File: config.mk
export PLATFORM = sky130hd
export DESIGN_NAME = dma_chan_regs
export DESIGN_NICKNAME = d
export VERILOG_FILES = /design/src/rtl/dcr_pkg.sv /design/src/rtl/dcr_chan_ctrl.sv /design/src/rtl/dcr_flags.sv /design/src/rtl/dcr_rdmux.sv /design/src/rtl/dma_chan_regs.sv
export SDC_FILE = /design/constraint.sdc
export NUM_CORES = 1
export LEC_CHECK = 0
export ABC_AREA = 1
export ABC_CLOCK_PERIOD_IN_PS = 1800
export BUFFER_PORTS_ARGS = -buffer_cell sky130_fd_sc_hd__buf_2
export CAP_MARGIN = 20
export CORE_AREA = 2 2 132 108
export CTS_BUF_LIST = sky130_fd_sc_hd__clkbuf_16
export DETAILED_ROUTE_END_ITERATION = 10
export DIE_AREA = 0 0 134 110
export PLACE_DENSITY = 0.61
export SKIP_CTS_REPAIR_TIMING = 1
export SLEW_MARGIN = 20
export SYNTH_ARGS = -nofsm -noshare
export SYNTH_HDL_FRONTEND = slang
export SYNTH_HIERARCHICAL = 1
export SYNTH_SLANG_ARGS = --single-unit
File: constraint.sdc
create_clock -name clk -period 1.8 [get_ports clk]
set_input_delay 0 -clock clk [delete_from_list [all_inputs] [get_ports clk]]
set_output_delay 0 -clock clk [all_outputs]
set_load 0.02 [all_outputs]
File: src/rtl/dcr_pkg.sv
package dcr_pkg;

    localparam int DATA_W = 32;
    localparam int ADDR_W = 8;

    // register offsets (software visible)
    localparam int OFS_CTRL = 'h00;
    localparam int OFS_STAT = 'h04;
    localparam int OFS_CUR  = 'h0C;
    localparam int OFS_NEXT = 'h10;

    // control bit positions
    localparam int CTL_EN     = 0;
    localparam int CTL_APPEND = 1;

    // status: busy position and sticky flag table
    localparam int ST_BUSY   = 10;
    localparam int NUM_ERR   = 4;
    localparam int NUM_FLAGS = NUM_ERR + 2;
    localparam int FLAG_EOC  = NUM_ERR;
    localparam int FLAG_EOT  = NUM_ERR + 1;

    typedef enum logic [1:0] {
        CH_IDLE = 2'd0,
        CH_RUN  = 2'd1,
        CH_DONE = 2'd2
    } chan_state_e;

    typedef struct packed {
        logic en;
        logic append;
    } ctrl_t;

    typedef struct packed {
        logic wr_ctrl;
        logic wr_stat;
        logic wr_next;
    } wsel_t;

    // status word bit position of sticky flag idx
    function automatic int flag_bit(input int idx);
        case (idx)
            0:       return 1;
            1:       return 2;
            2:       return 3;
            3:       return 5;
            4:       return 8;
            default: return 9;
        endcase
    endfunction

endpackage

File: src/rtl/dcr_chan_ctrl.sv
module dcr_chan_ctrl
    import dcr_pkg::*;
#(
    parameter int DW = DATA_W
) (
    input  logic          clk,
    input  logic          rst,
    input  logic          wr_ctrl,
    input  logic          wr_next,
    input  logic [DW-1:0] wdata,
    input  logic          adv,
    input  logic [DW-1:0] link,
    output ctrl_t         ctrl,
    output logic          busy,
    output logic          load,
    output logic          ev_eot,
    output logic          ev_eoc,
    output logic [DW-1:0] cur,
    output logic [DW-1:0] nxt
);

    ctrl_t         ctrl_q;
    chan_state_e   state_q;
    logic [DW-1:0] cur_q;
    logic [DW-1:0] nxt_q;

    logic stop_wr;
    logic start;
    logic accept;
    logic run;

    always_comb begin
        run     = (state_q == CH_RUN);
        stop_wr = wr_ctrl && !wdata[CTL_EN];
        start   = wr_ctrl && wdata[CTL_EN] && !ctrl_q.en;
        accept  = ctrl_q.append && ctrl_q.en && !run && !stop_wr;
        load    = start || accept;
        ev_eot  = adv && run;
        ev_eoc  = adv && run && (link == '0);
    end

    always_ff @(posedge clk) begin
        if (rst) begin
            ctrl_q  <= '0;
            state_q <= CH_IDLE;
            cur_q   <= '0;
            nxt_q   <= '0;
        end else begin
            if (wr_next) begin
                nxt_q <= wdata;
            end
            if (stop_wr) begin
                ctrl_q  <= '0;
                state_q <= CH_IDLE;
            end else begin
                if (wr_ctrl) begin
                    ctrl_q.en <= 1'b1;
                end
                if (accept) begin
                    ctrl_q.append <= 1'b0;
                end else if (wr_ctrl && ctrl_q.en && wdata[CTL_APPEND]) begin
                    ctrl_q.append <= 1'b1;
                end
                if (load) begin
                    state_q <= CH_RUN;
                    cur_q   <= nxt_q;
                end else if (adv && run) begin
                    if (link == '0) begin
                        state_q <= CH_DONE;
                    end else begin
                        cur_q <= link;
                    end
                end
            end
        end
    end

    assign ctrl = ctrl_q;
    assign busy = run;
    assign cur  = cur_q;
    assign nxt  = nxt_q;

endmodule

File: src/rtl/dcr_flags.sv
module dcr_flags
    import dcr_pkg::*;
#(
    parameter int DW = DATA_W,
    parameter int NF = NUM_FLAGS
) (
    input  logic          clk,
    input  logic          rst,
    input  logic [NF-1:0] set,
    input  logic          wr_stat,
    input  logic [DW-1:0] wdata,
    output logic [NF-1:0] flags,
    output logic          irq
);

    logic [NF-1:0] flags_q;

    for (genvar i = 0; i < NF; i++) begin : g_flag
        localparam int POS = flag_bit(i);
        logic clr;
        assign clr = wr_stat && wdata[POS];
        always_ff @(posedge clk) begin
            if (rst) begin
                flags_q[i] <= 1'b0;
            end else if (set[i]) begin
                flags_q[i] <= 1'b1;
            end else if (clr) begin
                flags_q[i] <= 1'b0;
            end
        end
    end

    assign flags = flags_q;
    assign irq   = |flags_q;

endmodule

File: src/rtl/dcr_rdmux.sv
module dcr_rdmux
    import dcr_pkg::*;
#(
    parameter int DW = DATA_W,
    parameter int AW = ADDR_W,
    parameter int NF = NUM_FLAGS
) (
    input  logic          rd,
    input  logic [AW-1:0] addr,
    input  ctrl_t         ctrl,
    input  logic          busy,
    input  logic [NF-1:0] flags,
    input  logic [DW-1:0] cur,
    input  logic [DW-1:0] nxt,
    output logic [DW-1:0] rdata
);

    logic [DW-1:0] stat_w;
    logic [DW-1:0] ctrl_w;

    always_comb begin
        stat_w          = '0;
        stat_w[ST_BUSY] = busy;
        for (int i = 0; i < NF; i++) begin
            stat_w[flag_bit(i)] = flags[i];
        end
        ctrl_w             = '0;
        ctrl_w[CTL_EN]     = ctrl.en;
        ctrl_w[CTL_APPEND] = ctrl.append;
    end

    always_comb begin
        rdata = '0;
        if (rd) begin
            case (addr)
                AW'(OFS_CTRL): rdata = ctrl_w;
                AW'(OFS_STAT): rdata = stat_w;
                AW'(OFS_CUR):  rdata = cur;
                AW'(OFS_NEXT): rdata = nxt;
                default:       rdata = '0;
            endcase
        end
    end

endmodule

File: src/rtl/dma_chan_regs.sv
module dma_chan_regs
    import dcr_pkg::*;
#(
    parameter int DW = DATA_W,
    parameter int AW = ADDR_W,
    parameter int NE = NUM_ERR
) (
    input  logic          clk,
    input  logic          rst,
    input  logic [AW-1:0] reg_addr,
    input  logic [DW-1:0] reg_wdata,
    input  logic          reg_wr,
    input  logic          reg_rd,
    output logic [DW-1:0] reg_rdata,
    input  logic          eng_adv,
    input  logic [DW-1:0] eng_link,
    input  logic [NE-1:0] eng_err,
    output logic          fetch_go,
    output logic [DW-1:0] cur_desc,
    output logic          chan_busy,
    output logic          irq
);

    localparam int NF = NE + 2;

    wsel_t         wsel;
    ctrl_t         ctrl;
    logic          ev_eot;
    logic          ev_eoc;
    logic [DW-1:0] next_q;
    logic [NF-1:0] flag_set;
    logic [NF-1:0] flags;

    always_comb begin
        wsel.wr_ctrl = reg_wr && (reg_addr == AW'(OFS_CTRL));
        wsel.wr_stat = reg_wr && (reg_addr == AW'(OFS_STAT));
        wsel.wr_next = reg_wr && (reg_addr == AW'(OFS_NEXT));
    end

    dcr_chan_ctrl #(.DW(DW)) u_ctrl (
        .clk     (clk),
        .rst     (rst),
        .wr_ctrl (wsel.wr_ctrl),
        .wr_next (wsel.wr_next),
        .wdata   (reg_wdata),
        .adv     (eng_adv),
        .link    (eng_link),
        .ctrl    (ctrl),
        .busy    (chan_busy),
        .load    (fetch_go),
        .ev_eot  (ev_eot),
        .ev_eoc  (ev_eoc),
        .cur     (cur_desc),
        .nxt     (next_q)
    );

    assign flag_set = {ev_eot, ev_eoc, eng_err};

    dcr_flags #(.DW(DW), .NF(NF)) u_flags (
        .clk     (clk),
        .rst     (rst),
        .set     (flag_set),
        .wr_stat (wsel.wr_stat),
        .wdata   (reg_wdata),
        .flags   (flags),
        .irq     (irq)
    );

    dcr_rdmux #(.DW(DW), .AW(AW), .NF(NF)) u_rdmux (
        .rd    (reg_rd),
        .addr  (reg_addr),
        .ctrl  (ctrl),
        .busy  (chan_busy),
        .flags (flags),
        .cur   (cur_desc),
        .nxt   (next_q),
        .rdata (reg_rdata)
    );

endmodule

==> results of run 1 <==
## stage by stage
step / utilization (%) / instances
6_report: 46.6 / 1165
2_1_floorplan: - / 799
3_3_place_gp: 41.4 / 1107
3_5_place_dp: 41.4 / 1107
4_1_cts: 43.4 / 1123
5_1_grt: 46.6 / 1165
## critical path, cell delays in order
cell and delay, ps:
sky130_fd_sc_hd__dlygate4sd3_1 520, sky130_fd_sc_hd__buf_2 110, sky130_fd_sc_hd__inv_2 50, sky130_fd_sc_hd__nand2_2 80, sky130_fd_sc_hd__buf_4 400, sky130_fd_sc_hd__nand3_4 310
sky130_fd_sc_hd__nand2_1 150, sky130_fd_sc_hd__inv_2 30, sky130_fd_sc_hd__nor2_1 100
## cell usage after synthesis
library cell               instances
sky130_fd_sc_hd__clkinv_1          1
sky130_fd_sc_hd__buf_6             5
sky130_fd_sc_hd__buf_12            1
sky130_fd_sc_hd__inv_1           105
sky130_fd_sc_hd__nor3b_1           1
sky130_fd_sc_hd__nand4_1          33
sky130_fd_sc_hd__nand3_2           1
sky130_fd_sc_hd__nand3_1          40
sky130_fd_sc_hd__nor2_8            1
sky130_fd_sc_hd__dfxtp_1          74
sky130_fd_sc_hd__nor2_2            4
sky130_fd_sc_hd__buf_4             1
sky130_fd_sc_hd__buf_2            14
sky130_fd_sc_hd__nand2_2          12
sky130_fd_sc_hd__inv_2            25
sky130_fd_sc_hd__nor2_4            4
sky130_fd_sc_hd__a21oi_2           1
sky130_fd_sc_hd__nand2_4           3
sky130_fd_sc_hd__nand2_1         244
sky130_fd_sc_hd__a21oi_1          26
sky130_fd_sc_hd__nor2_1          148
sky130_fd_sc_hd__a211oi_1          1
sky130_fd_sc_hd__clkbuf_1         17
sky130_fd_sc_hd__nand3_4           2
sky130_fd_sc_hd__buf_1             3
sky130_fd_sc_hd__o21ai_0          32
## routing by layer
layer / up-vias / part of all wire [%] / global-route usage (%)
li1: 2776 / - / -
met4: 0 / 1.2 / 5.62
met2: 164 / 43 / 32.8
met5: - / 0 / 0
met3: 16 / 6.0 / 3.70
met1: 2317 / 50 / 28.3
## power groups by stage
stage	Clock, W	Combinational [W]	Sequential, W
after floorplan	0	0.000147	0.00169
after global placement	0	0.000303	0.00169
after detailed placement	0	0.000303	0.00169
after CTS	0.00163	0.000304	0.00166
after global routing	0.00168	0.000418	0.00166
final	0.00160	0.000373	0.00166
## worst paths after layout
kind,end,start,slack (ps),depth (start not counted)
setup reg to reg,u_ctrl/cur[14],u_ctrl/ctrl[1],300,10
setup / recovery,u_ctrl/cur[20],reg_wdata[0],270,9
hold / removal,u_ctrl/cur[12],eng_link[12],130,7
hold reg to reg,u_ctrl/state_q[0],u_ctrl/state_q[0],460,2
## flip-flops by register name (all words and copies together) (netlist names)
signal	cells
u_ctrl/cur	32
u_flags/flags	6
u_ctrl/state_q	2
u_ctrl/ctrl	2
u_ctrl/nxt	32
## final cells by class
class | count | area, sq um
fillers | 1461 | 7140
clock inverters | 7 | 30.0
multi-input cells | 554 | 2460
repair buffers | 210 | 1310
well taps | 180 | 225
flip-flops and latches | 74 | 1480
clock buffers | 9 | 225
inverters | 131 | 492
## logic make-up (layout without fill, tap and decap cells)
kind of cell | Yosys count | count (layout) | synth area share, %
AOI/OAI and AO/OA | 60 | 60 | 6.61
buffers and inverters | 172 | 357 | 15.5
DFF | 74 | 74 | 31.9
and+or+nand+nor | 493 | 494 | 45.9
==> key figures, run 1 <==
Final layout
  – Most frequent standard cell in the layout excluding fill and tap cells: sky130_fd_sc_hd__nand2_1
  – Fraction of final layout cells sized beyond drive strength 1: about a quarter
  – Final net count: 1,061
  – # diodes: 0
  – Layout overhead on the synthesized area: 34.1%
  – Final std cell area, no fill: between 6000 and 7000 sq um
  – Commonest cells after routing, fill and taps aside: 244 x sky130_fd_sc_hd__nand2_1, 147 x sky130_fd_sc_hd__nor2_1, 147 x sky130_fd_sc_hd__buf_2, 107 x sky130_fd_sc_hd__inv_1, 74 x sky130_fd_sc_hd__dfxtp_1

Logic synthesis
  – Net count after synthesis: between 800 and 900
  – Total of flip-flops plus latches after synthesis: 74
  – Average cell area after synthesis: approximately 5.8 sq um
  – Total number of yosys warnings: 6
  – Largest cells by area after synthesis: sky130_fd_sc_hd__dfxtp_1 32%, sky130_fd_sc_hd__nand2_1 20%, sky130_fd_sc_hd__nor2_1 12%, sky130_fd_sc_hd__inv_1 8.5%, sky130_fd_sc_hd__nand4_1 4.5%
  – Gate count after technology mapping: approximately 800
  – Area of the mapped netlist: around 4600 sq um
  – Share of the yosys chip area belonging to registers: a little under a third
  – Cell taking the most area after synthesis: sky130_fd_sc_hd__dfxtp_1
  – Number of distinct library cell variants in the gate-level netlist after synthesis: 26
  – Share of the synthesized area in the top cell type: between 30% and 40%

Drt
  – Total detailed-routing wirelength: approximately 15 mm
  – DRC violations left: 0
  – Number of iterations in the first detailed-routing pass: 4
  – Post-route antenna net violation count: 0
  – Starting DRC count in detailed routing: roughly 300
  – Via density per instance: 4.53
  – Wirelength per Cell: approximately 13 um
  – Vias after detailed routing: roughly 5,300

Global routing
  – Antenna violations before repair: 0
  – Maximum number of pins on one net before global-route repair: 36
  – Number of global-route vias before repair: approximately 4,700
  – First-pass GRT wire length: about 24 mm
  – Global route total overflow: 0
  – Aggregate global-route resource usage: approximately a fifth

Floorplanning
  – Die boundary width: 134 um
  – Core area: between 10,000 and 15,000 sq um
  – Floorplan die height: about 110 um
  – Top Ports: between 100 and 150
  – Row Count: 38
  – Initial cell density of the core: a little over a third
  – Die area: between 10,000 and 15,000 sq um

Setup path
  – Endpoint type of the worst setup path: register
  – Kind of critical path: in -> reg
  – Nature of the critical path startpoint: input port
  – Top fanout value on the critical path: 36
  – Arrival time at the worst endpoint: around 1800 ps
  – Data required time of the critical path: 2070 ps

STA
  – Post-route worst hold slack: 126 ps
  – Count of pins over their slew limit: 0
  – Worst slew margin: 68.0%
  – Slew @ Worst Pin: between 400 and 500 ps
  – Final setup fails: 0
  – Number of failing hold endpoints at the final stage: 0
  – RSZ-0062 raised after global routing: false
  – Clk_skew: just under 7 ps
  – Smallest setup slack after layout: 267 ps
  – Final clock period utilization by the worst path: a little under nine tenths
  – Maximum operating frequency: ~650 MHz
  – Setup TNS: 0 ps
  – Tmin final: between 1500 and 2000 ps

Pwr
  – Clock network fraction of design power: ~44%
  – Worst VDD drop: 0.422 mV
  – Total power density per cell area: about 600 nW/um^2
  – Switching fraction of total power: 24.4%
  – Pint: 0.00274 W
  – Pwr Total: about 0.0036 W
  – Comb pwr share: between 10% and 20%
  – Leak pwr: between 3 and 4 nW
  – Relative contribution of sequential cells to total power: ~46%
  – Net Switching: around 0.00088 W

Placement
  – Worst slack after detailed placement: around 60 ps
  – DP Wirelength: roughly 11 mm
  – Port bufs: ~150
  – Placed cell areas: 5540 sq um
  – Last weighted congestion value of the routability-driven placer: a little under 0.8

Outcome
  – Result of the run: completed

Clocking
  – CTS tree: built
  – Maximum level of the CTS H-tree: 3
  – Total clock sinks: 74
  – Clock network latency to the later pin of the worst-skew pair: roughly 340 ps
  – Number of buffers on the longest clock path: 2
  – Number of buffers added by the clock tree synthesis step: 9
  – Clk Tree Root Cell: sky130_fd_sc_hd__clkbuf_16
  – Clock edge transition at the registers on the reported setup and hold paths: about 60 ps

Worst hold path
  – Type of the worst min-delay path: in -> reg

Run
  – Max capacitance violation total: 0
(Power assumes the default switching activity.)
==> run 2: changes to the inputs <==
ABC_CLOCK_PERIOD_IN_PS = 1200   (was 1800)
PLACE_DENSITY = 0.63   (was 0.61)
clock period = 1.2 ns   (was 1.8 ns; I/O delays follow)
==> key figures, run 2 (synthesis results as in run 1) <==
Global routing
  – Number of global-route vias before repair: 4,985 (+5.1%)
  – Met3 routing resource usage after global routing: 4.44% (+0.73 points)
  – Aggregate global-route resource usage: 20.9% (+0.46 points)
  – Global route total overflow: 0 (unchanged)
  – Antenna violations before repair: 0 (unchanged)
  – First-pass GRT wire length: 24.6 mm (+3.6%)
  – Global Route met1 Usage: 29.3% (+1.0 points)
  – Maximum number of pins on one net before global-route repair: 37 (+2.8%)
  – Met2 Track Usage GR: 33.5% (+0.70 points)
  – Layer carrying the most global-route usage: met2

Setup path
  – Data required time of the critical path: 1470 ps (-600 ps)
  – Nature of the critical path startpoint: register
  – Register-to-register setup slack: -200 ps (-500 ps)
  – Top fanout value on the critical path: 17 (-53%)
  – Number of cells on the worst reg-to-reg path: 11 (+1)
  – Arrival time at the worst endpoint: 1660 ps (-150 ps)
  – Kind of critical path: reg -> reg
  – Endpoint type of the worst setup path: register

STA
  – Maximum operating frequency: approximately 700 MHz
  – Number of failing hold endpoints at the final stage: 0 (unchanged)
  – Smallest setup slack after layout: -196 ps (-463 ps)
  – Clk_skew: 6.99 ps (+0.200 ps)
  – Post-route worst hold slack: 121 ps (-5.03 ps)
  – Final setup fails: 65 (+65)
  – Setup TNS: -8440 ps (-8440 ps)
  – Count of pins over their slew limit: 0 (unchanged)
  – Worst slew margin: 75.1% (+7.1 points)
  – RSZ-0062 raised after global routing: true
  – Final clock period utilization by the worst path: 116%
  – Tmin final: around 1400 ps
  – Slew @ Worst Pin: 373 ps (-107 ps)

Placement
  – DP Wirelength: 11.3 mm (+4.2%)
  – Port bufs: 147 (unchanged)
  – Worst slack after detailed placement: -282 ps (-342 ps)
  – Last weighted congestion value of the routability-driven placer: 0.801 (+1.4%)

Run
  – Max capacitance violation total: 0 (unchanged)

Pwr
  – Net Switching: 0.00142 W (+60%)
  – Total power density per cell area: 840 nW/um^2 (+44%)
  – Pint: 0.00507 W (+85%)
  – Leak pwr: 4.25 nW (+28%)
  – Comb pwr share: 10.9% (+0.6 points)
  – Worst VDD drop: 0.542 mV (+28%)
  – Relative contribution of sequential cells to total power: 38.3% (-7.4 points)
  – Switching fraction of total power: 21.9% (-2.5 points)
  – Clock network fraction of design power: 50.7% (+6.7 points)

Outcome
  – Result of the run: complete, but fails checks
  – Violated checks: negative setup slack

Final layout
  – Commonest cells after routing, fill and taps aside: 188 x sky130_fd_sc_hd__nand2_1, 132 x sky130_fd_sc_hd__nor2_1, 110 x sky130_fd_sc_hd__buf_2, 95 x sky130_fd_sc_hd__inv_1, 71 x sky130_fd_sc_hd__dfxtp_1
  – Final net count: 1,117 (+5.3%)
  – Fraction of final layout cells sized beyond drive strength 1: 38.8% (+15 points)
  – # diodes: 0 (unchanged)
  – Most frequent standard cell in the layout excluding fill and tap cells: sky130_fd_sc_hd__nand2_1
  – Layout overhead on the synthesized area: 66.5%

Worst hold path
  – Cell count of the worst hold path: 4 (-3)
  – Type of the worst min-delay path: in -> reg

Floorplanning
  – Floorplan die height: 110 um (unchanged)
  – Top Ports: 148 (unchanged)
  – Die area: 14,700 sq um (unchanged)
  – Initial cell density of the core: 34.7% (unchanged)
  – Row Count: 38 (unchanged)
  – Die boundary width: 134 um (unchanged)
  – Core area: 13,400 sq um (unchanged)

Drt
  – Number of iterations in the first detailed-routing pass: 5 (+1)
  – Via density per instance: 4.70 (+3.8%)
  – Post-route antenna net violation count: 0 (unchanged)
  – Total detailed-routing wirelength: 17.3 mm (+12%)
  – DRC violations left: 0 (unchanged)
  – Starting DRC count in detailed routing: 349 (+18%)
  – Wirelength per Cell: 14.2 um (+7.0%)
  – Vias after detailed routing: 5,736 (+8.8%)

Clocking
  – Total clock sinks: 74 (unchanged)
  – Clock network latency to the later pin of the worst-skew pair: 330 ps (about the same)
  – Maximum level of the CTS H-tree: 3 (unchanged)
  – CTS tree: built
  – Number of buffers added by the clock tree synthesis step: 9 (unchanged)
  – Clk Tree Root Cell: sky130_fd_sc_hd__clkbuf_16
  – Clock edge transition at the registers on the reported setup and hold paths: 60 ps (about the same)
  – Number of buffers on the longest clock path: 2 (unchanged)
[run 2: cell count changes in the layout (fill, tap and decap cells not counted), moves of 7 or more]
cell                      before  now
sky130_fd_sc_hd__a21oi_1      26    8
sky130_fd_sc_hd__a21oi_2       1   17
sky130_fd_sc_hd__buf_12        0    9
sky130_fd_sc_hd__buf_2       147  110
sky130_fd_sc_hd__buf_4        22   63
sky130_fd_sc_hd__buf_6         0   40
sky130_fd_sc_hd__inv_1       107   95
sky130_fd_sc_hd__inv_2        26   33
sky130_fd_sc_hd__nand2_1     244  188
sky130_fd_sc_hd__nand2_2      12   36
sky130_fd_sc_hd__nand2_4       3   34
sky130_fd_sc_hd__nor2_1      147  132
sky130_fd_sc_hd__nor2_4        4   18
[run 2: layout make-up]
type	instances	area [sq um]
clock buffers	9	225
clock inverters	7	133
fillers	1248	5640
inverters	131	499
multi-input cells	554	2990
flip-flops and latches	74	1490
well taps	180	225
repair buffers	266	2160
[run 2: final timing paths]
path | start | to
setup reg to reg | u_ctrl/ctrl[1] | u_ctrl/cur[7]
setup / recovery | u_ctrl/ctrl[1] | u_ctrl/cur[7]
hold / removal | rst | u_ctrl/ctrl[1]
hold reg to reg | u_flags/flags[1] | u_flags/flags[1]
[run 2: routing by layer]
metal | part of all wire, % | vias up
met2 | 45 | 218
li1 | - | 2910
met4 | 0.64 | 0
met3 | 6.9 | 10
met5 | 0 | -
met1 | 47 | 2598
[run 2: power by group through the flow]
| stage | Clock, W | Combinational, W | Sequential (W) |
|---|---|---|---|
| floorplan | 0 | 0.000226 | 0.00254 |
| detailed placement | 0 | 0.000539 | 0.00254 |
| finish | 0.00329 | 0.000709 | 0.00248 |
| CTS | 0.00333 | 0.000541 | 0.00248 |
| global placement | 0 | 0.000537 | 0.00254 |
| global route | 0.00344 | 0.000778 | 0.00248 |
[run 2: worst max-delay path, stage by stage, from the launching register on]
cell and delay (ps):
sky130_fd_sc_hd__dfxtp_2 350, sky130_fd_sc_hd__nand2_1 70, sky130_fd_sc_hd__inv_2 70, sky130_fd_sc_hd__nand3_4 100
sky130_fd_sc_hd__nand2_4 110, sky130_fd_sc_hd__inv_4 60, sky130_fd_sc_hd__nand2_4 90, sky130_fd_sc_hd__nand3_4 110
sky130_fd_sc_hd__buf_12 180, sky130_fd_sc_hd__nand2_1 70, sky130_fd_sc_hd__inv_2 30, sky130_fd_sc_hd__nor2_1 90
[run 2: stage by stage]
| step | total power, W | cells | util (%) | area [sq um] |
|---|---|---|---|---|
| 2_1_floorplan | 0.00276 | 799 | - | 4720 |
| 3_3_place_gp | 0.00307 | 1155 | 45.3 | 6050 |
| 3_5_place_dp | 0.00308 | 1155 | 45.3 | 6050 |
| 4_1_cts | 0.00635 | 1171 | 48.0 | 6410 |
| 5_1_grt | 0.00670 | 1221 | 57.8 | 7720 |
| 6_report | 0.00648 | 1221 | 57.8 | 7720 |
